`src/rtl/ctg_pkg.sv`:
```
package ctg_pkg;

  // Strobes from control to datapath for one execute slot
  typedef struct packed {
    logic armPend;   // executed call: arm the pending flag
    logic clearPend; // executed non-call: disarm the flag
    logic raise;     // executed non-marker while armed
  } ctgStrobe_t;

endpackage

```
`src/rtl/ctg_ctrl.sv`:
```
module ctg_ctrl
  import ctg_pkg::*;
(
  input  logic       instValid,
  input  logic       flush,
  input  logic       instIsCall,
  input  logic       instIsTarget,
  input  logic       pendQ,
  output ctgStrobe_t strobe
);

  logic execSlot;

  // only valid, non-squashed slots take part in the check
  assign execSlot = instValid & ~flush;

  always_comb begin
    strobe           = '0;
    strobe.raise     = execSlot & pendQ & ~instIsTarget;
    strobe.armPend   = execSlot & instIsCall;
    strobe.clearPend = execSlot & ~instIsCall;
  end

endmodule

```
`src/rtl/ctg_datapath.sv`:
```
module ctg_datapath
  import ctg_pkg::*;
#(
  parameter int ADDR_W = 40,
  parameter int CAUSE_W = 8,
  parameter logic [CAUSE_W-1:0] CAUSE_CODE = 8'h2C
) (
  input  logic               clk,
  input  logic               rstN,
  input  ctgStrobe_t         strobe,
  input  logic [ADDR_W-1:0]  instAddr,
  output logic               pendQ,
  output logic               excValid,
  output logic [CAUSE_W-1:0] excCause,
  output logic [ADDR_W-1:0]  excAddr
);

  logic              excValidQ;
  logic [ADDR_W-1:0] excAddrQ;

  always_ff @(posedge clk) begin
    if (!rstN) begin
      pendQ <= 1'b0;
    end else if (strobe.armPend) begin
      pendQ <= 1'b1;
    end else if (strobe.clearPend) begin
      pendQ <= 1'b0;
    end
  end

  always_ff @(posedge clk) begin
    if (!rstN) begin
      excValidQ <= 1'b0;
      excAddrQ  <= '0;
    end else begin
      excValidQ <= strobe.raise;
      if (strobe.raise) begin
        excAddrQ <= instAddr;
      end
    end
  end

  assign excValid = excValidQ;
  assign excAddr  = excAddrQ;
  assign excCause = excValidQ ? CAUSE_CODE : '0;

endmodule

```
`src/rtl/call_target_guard.sv`:
```
module call_target_guard
  import ctg_pkg::*;
#(
  parameter int ADDR_W = 40,
  parameter int CAUSE_W = 8,
  parameter logic [CAUSE_W-1:0] CAUSE_CODE = 8'h2C
) (
  input  logic               clk,
  input  logic               rstN,
  input  logic               instValid,
  input  logic               flush,
  input  logic               instIsCall,
  input  logic               instIsTarget,
  input  logic [ADDR_W-1:0]  instAddr,
  output logic               excValid,
  output logic [CAUSE_W-1:0] excCause,
  output logic [ADDR_W-1:0]  excAddr
);

  ctgStrobe_t strobe;
  logic       pendQ;

  ctg_ctrl u_ctrl (
    .instValid    (instValid),
    .flush        (flush),
    .instIsCall   (instIsCall),
    .instIsTarget (instIsTarget),
    .pendQ        (pendQ),
    .strobe       (strobe)
  );

  ctg_datapath #(
    .ADDR_W     (ADDR_W),
    .CAUSE_W    (CAUSE_W),
    .CAUSE_CODE (CAUSE_CODE)
  ) u_dp (
    .clk      (clk),
    .rstN     (rstN),
    .strobe   (strobe),
    .instAddr (instAddr),
    .pendQ    (pendQ),
    .excValid (excValid),
    .excCause (excCause),
    .excAddr  (excAddr)
  );

endmodule

```
`config.mk`:
```
export PLATFORM = sky130hd
export DESIGN_NAME = call_target_guard
export DESIGN_NICKNAME = d
export VERILOG_FILES = /design/src/rtl/ctg_pkg.sv /design/src/rtl/ctg_ctrl.sv /design/src/rtl/ctg_datapath.sv /design/src/rtl/call_target_guard.sv
export SDC_FILE = /design/constraint.sdc
export NUM_CORES = 1
export LEC_CHECK = 0
export CAP_MARGIN = 5
export CELL_PAD_IN_SITES_DETAIL_PLACEMENT = 0
export CELL_PAD_IN_SITES_GLOBAL_PLACEMENT = 1
export CORE_MARGIN = 4
export CORE_UTILIZATION = 30
export CTS_CLUSTER_SIZE = 25
export DETAILED_ROUTE_END_ITERATION = 12
export GPL_TIMING_DRIVEN = 0
export PLACE_DENSITY = 0.84
export RECOVER_POWER = 25
export REMOVE_ABC_BUFFERS = 1
export SKIP_CTS_REPAIR_TIMING = 1
export SLEW_MARGIN = 15
export SYNTH_ARGS = -nofsm -noshare
export SYNTH_HDL_FRONTEND = slang
export SYNTH_HIERARCHICAL = 1
export SYNTH_SLANG_ARGS = --single-unit
```
`constraint.sdc`:
```
create_clock -name clk -period 3.2 [get_ports clk]
set_clock_uncertainty 0.15 [all_clocks]
set_input_delay 0.8 -clock clk [delete_from_list [all_inputs] [get_ports clk]]
set_output_delay 0.8 -clock clk [all_outputs]
set_load 0.01 [all_outputs]
```
==> tab_implementation.tex <==
\begin{tabular}{lr}
\hline
Metric & Value \\
\hline
\multicolumn{2}{l}{\textbf{Run status}} \\
Run status & finished, final reports clean \\
\multicolumn{2}{l}{\textbf{Power}} \\
Internal power summed over all cells & about 740 uW \\
PwrDens & around 360 nW/um\^{}2 \\
Clock share of power & about a third \\
Switching share of total power & 20.5\% \\
Worst VDD drop & between 0.2 and 0.25 mV \\
Static power due to leakage & about 0.9 nW \\
Combinational share of power & under 10\% \\
Proportion of power drawn by flip-flops and latches & 56.6\% \\
NetSw & around 190 uW \\
\multicolumn{2}{l}{\textbf{Setup path}} \\
Nature of the critical path endpoint & flip-flop \\
Register-to-Register Setup Slack & 1.47 ns \\
Critical Path AT & around 2.5 ns \\
Crit path launch type & input pin \\
Worst endpoint required time & roughly 3.2 ns \\
Setup Crit Path Kind & input pin to flip-flop \\
Crit path max fanout & 41 \\
\multicolumn{2}{l}{\textbf{CTS}} \\
CTS root buf & sky130\_fd\_sc\_hd\_\_clkbuf\_8 \\
Worst-Skew Late Latency & roughly 0.28 ns \\
Clock edge transition at the registers on the reported setup and hold paths & about 0.07 ns \\
Clock tree from TritonCTS & built \\
CTS HTree Levels & 2 \\
Clock sink total & between 40 and 50 \\
Number of clock buffers inserted by TritonCTS & 5 \\
Number of buffers on the longest clock path & 2 \\
\multicolumn{2}{l}{\textbf{STA}} \\
Final number of setup-violating endpoints & 0 \\
RSZ-0062 raised after global routing & no \\
Final worst path period need & 2.48 ns \\
Max\_slew headroom & a little under half \\
Final Worst Setup Slack & around 0.72 ns \\
Final period utilization & between 70\% and 80\% \\
Number of hold violations in the final report & 0 \\
Final sum of negative setup slack & 0 ns \\
Final number of max-transition violations & 0 \\
Worst slew pin tran & between 0.8 and 0.9 ns \\
WHS & 0.362 ns \\
Peak clock frequency supported by timing & 403 MHz \\
\multicolumn{2}{l}{\textbf{Die}} \\
Rows & 27 \\
Chip height & 83.5 um \\
Total core area & roughly 5500 um\^{}2 \\
Starting density of the core & slightly above 30\% \\
DIE AREA & about 7000 um\^{}2 \\
Top-level port count & 95 \\
Width of the die & $\sim$84 um \\
\multicolumn{2}{l}{\textbf{Layout}} \\
Fill cell instance count of the final layout & about 520 \\
Net total in the final layout & around 280 \\
Number of diodes added for antenna fixing & 0 \\
Synth-to-Final Area Change & 52.9\% \\
Layout cell share with drive strength beyond 1 & 3.49\% \\
\multicolumn{2}{l}{\textbf{Min path}} \\
Worst min-delay path category & flip-flop to flip-flop \\
\multicolumn{2}{l}{\textbf{Drt}} \\
Post-route antenna net violation count & 0 \\
Wire length reported by the detailed router & 3.69 mm \\
Average wire per standard cell & $\sim$12 um \\
Pre-antenna DRT Iters & 3 \\
Total vias in the final route & $\sim$1200 \\
Via density per instance & $\sim$4.1 \\
Starting DRT DRC Count & 39 \\
Drc violations & 0 \\
\multicolumn{2}{l}{\textbf{GRT}} \\
Initial antenna violation count & 0 \\
Global-route wire length before repair & 6.23 mm \\
Via count of the first global-routing pass & about 1300 \\
Total global routing track utilization & 11.0\% \\
Gr ovfl total & 0 \\
Pin count of the biggest net entering global routing & 43 \\
\multicolumn{2}{l}{\textbf{Placement}} \\
Buffers added on ports & 89 \\
Routability congestion estimate from global placement & $\sim$0.65 \\
Setup slack after placement & about 0.42 ns \\
Half-perimeter wire length after detailed placement & around 2.5 mm \\
\multicolumn{2}{l}{\textbf{Synth}} \\
Sequential element share of the synthesized area & between 40\% and 50\% \\
Cells after Synth & 146 \\
Flops \& latches, synth & 42 \\
Post-synth cell types & 13 \\
Ys Warns & 6 \\
Mean instance size in the synthesized netlist & $\sim$12 um\^{}2 \\
Area of the mapped netlist & between 1500 and 2000 um\^{}2 \\
\multicolumn{2}{l}{\textbf{Run}} \\
\# Max-Cap Violations & 0 \\
\hline
\end{tabular}
==> per-layer routing <==
metal | track usage, % | vias to the layer above | wire length, um
li1 | - | 627 | -
met1 | 12.5 | 558 | 1550
met2 | 18.1 | 55 | 1770
met3 | 5.43 | 5 | 338
met4 | 3.07 | 0 | 36
met5 | 0 | - | 0
==> registers in the layout, indices dropped and copies added (netlist names) <==
signal,cells
u_dp/excAddr,40
u_dp/excValid,1
u_dp/pendQ,1
==> cells in the final DEF (no fill, tap or decap) <==
master                            instances
sky130_fd_sc_hd__clkbuf_1                 2
sky130_fd_sc_hd__and4bb_4                 1
sky130_fd_sc_hd__buf_2                    1
sky130_fd_sc_hd__mux2i_1                 40
sky130_fd_sc_hd__nor2b_1                 41
sky130_fd_sc_hd__nor3b_1                  1
sky130_fd_sc_hd__and3b_2                  1
sky130_fd_sc_hd__conb_1                   5
sky130_fd_sc_hd__dlygate4sd3_1           21
sky130_fd_sc_hd__clkbuf_8                 5
sky130_fd_sc_hd__and2_1                   1
sky130_fd_sc_hd__dfxtp_1                 42
sky130_fd_sc_hd__o21a_1                   1
sky130_fd_sc_hd__clkdlybuf4s50_1         67
==> power groups by stage <==
stage,logic [mW],registers [mW],clock network [mW]
floorplan,0.0209,0.542,0
global placement,0.0937,0.540,0
detailed placement,0.0929,0.541,0
CTS,0.0935,0.528,0.342
global route,0.0986,0.529,0.359
finish,0.0910,0.528,0.315
==> cells by family after synthesis <==
| family | count (synthesis) | share of synthesized area (%) |
|---|---|---|
| AND/OR/NAND/NOR | 45 | 17.1 |
| flip-flops | 42 | 49.1 |
| multiplexers | 40 | 23.4 |
| buffers and inverters | 17 | 9.72 |
| AO/OA/AOI/OAI | 1 | 0.439 |
| other | 1 | 0.219 |
==> worst max-delay path, cell delays in order <==
cell and delay, ns:
sky130_fd_sc_hd__dlygate4sd3_1 0.56, sky130_fd_sc_hd__and4bb_4 0.81, sky130_fd_sc_hd__mux2i_1 0.27, sky130_fd_sc_hd__nor2b_1 0.06
==> metrics by stage <==
step                      total power [mW]  instances  cell area [um^2]  util (%)
after floorplan                      0.563        133              1560         -
after global placement               0.634        294              2540      46.1
after detailed placement             0.634        294              2540      46.1
after CTS                            0.964        301              2620      47.5
after global routing                 0.986        301              2620      47.5
final                                0.934        301              2620      47.5
==> path summary, 6_finish.rpt <==
path / start / endpoint / cells past startpoint
max: instValid / u_dp/excAddr[0]$_SDFFE_PN0P_ / 4
min: u_dp/excAddr[9]$_SDFFE_PN0P_ / u_dp/excAddr[9]$_SDFFE_PN0P_ / 2
max reg2reg: u_dp/pendQ$_SDFFE_PN0P_ / u_dp/excAddr[0]$_SDFFE_PN0P_ / 3
min reg2reg: u_dp/excAddr[9]$_SDFFE_PN0P_ / u_dp/excAddr[9]$_SDFFE_PN0P_ / 2
==> final cells by class <==
| type | instances | area (um^2) | share of cell area (%) |
|---|---|---|---|
| well taps | 72 | 90.1 | 3.44 |
| multi-input cells | 91 | 723 | 27.6 |
| flip-flops and latches | 42 | 841 | 32.1 |
| repair buffers | 89 | 886 | 33.9 |
| clock buffers | 7 | 76.3 | 2.92 |
==> synth_stat cells <==
cell type                  number  area, um^2
sky130_fd_sc_hd__buf_12         4        80.1
sky130_fd_sc_hd__o21a_1         1        7.51
sky130_fd_sc_hd__and2_1         1        6.26
sky130_fd_sc_hd__and3b_2        1        10.0
sky130_fd_sc_hd__buf_6          1        11.3
sky130_fd_sc_hd__dfxtp_1       42         841
sky130_fd_sc_hd__conb_1         1        3.75
sky130_fd_sc_hd__clkbuf_1       4        15.0
sky130_fd_sc_hd__mux2i_1       40         400
sky130_fd_sc_hd__and4bb_2       1        12.5
sky130_fd_sc_hd__nor3b_1        1        7.51
sky130_fd_sc_hd__nor2b_1       41         257
sky130_fd_sc_hd__buf_4          8        60.1
No activity file was read; power rests on OpenSTA's default activity.
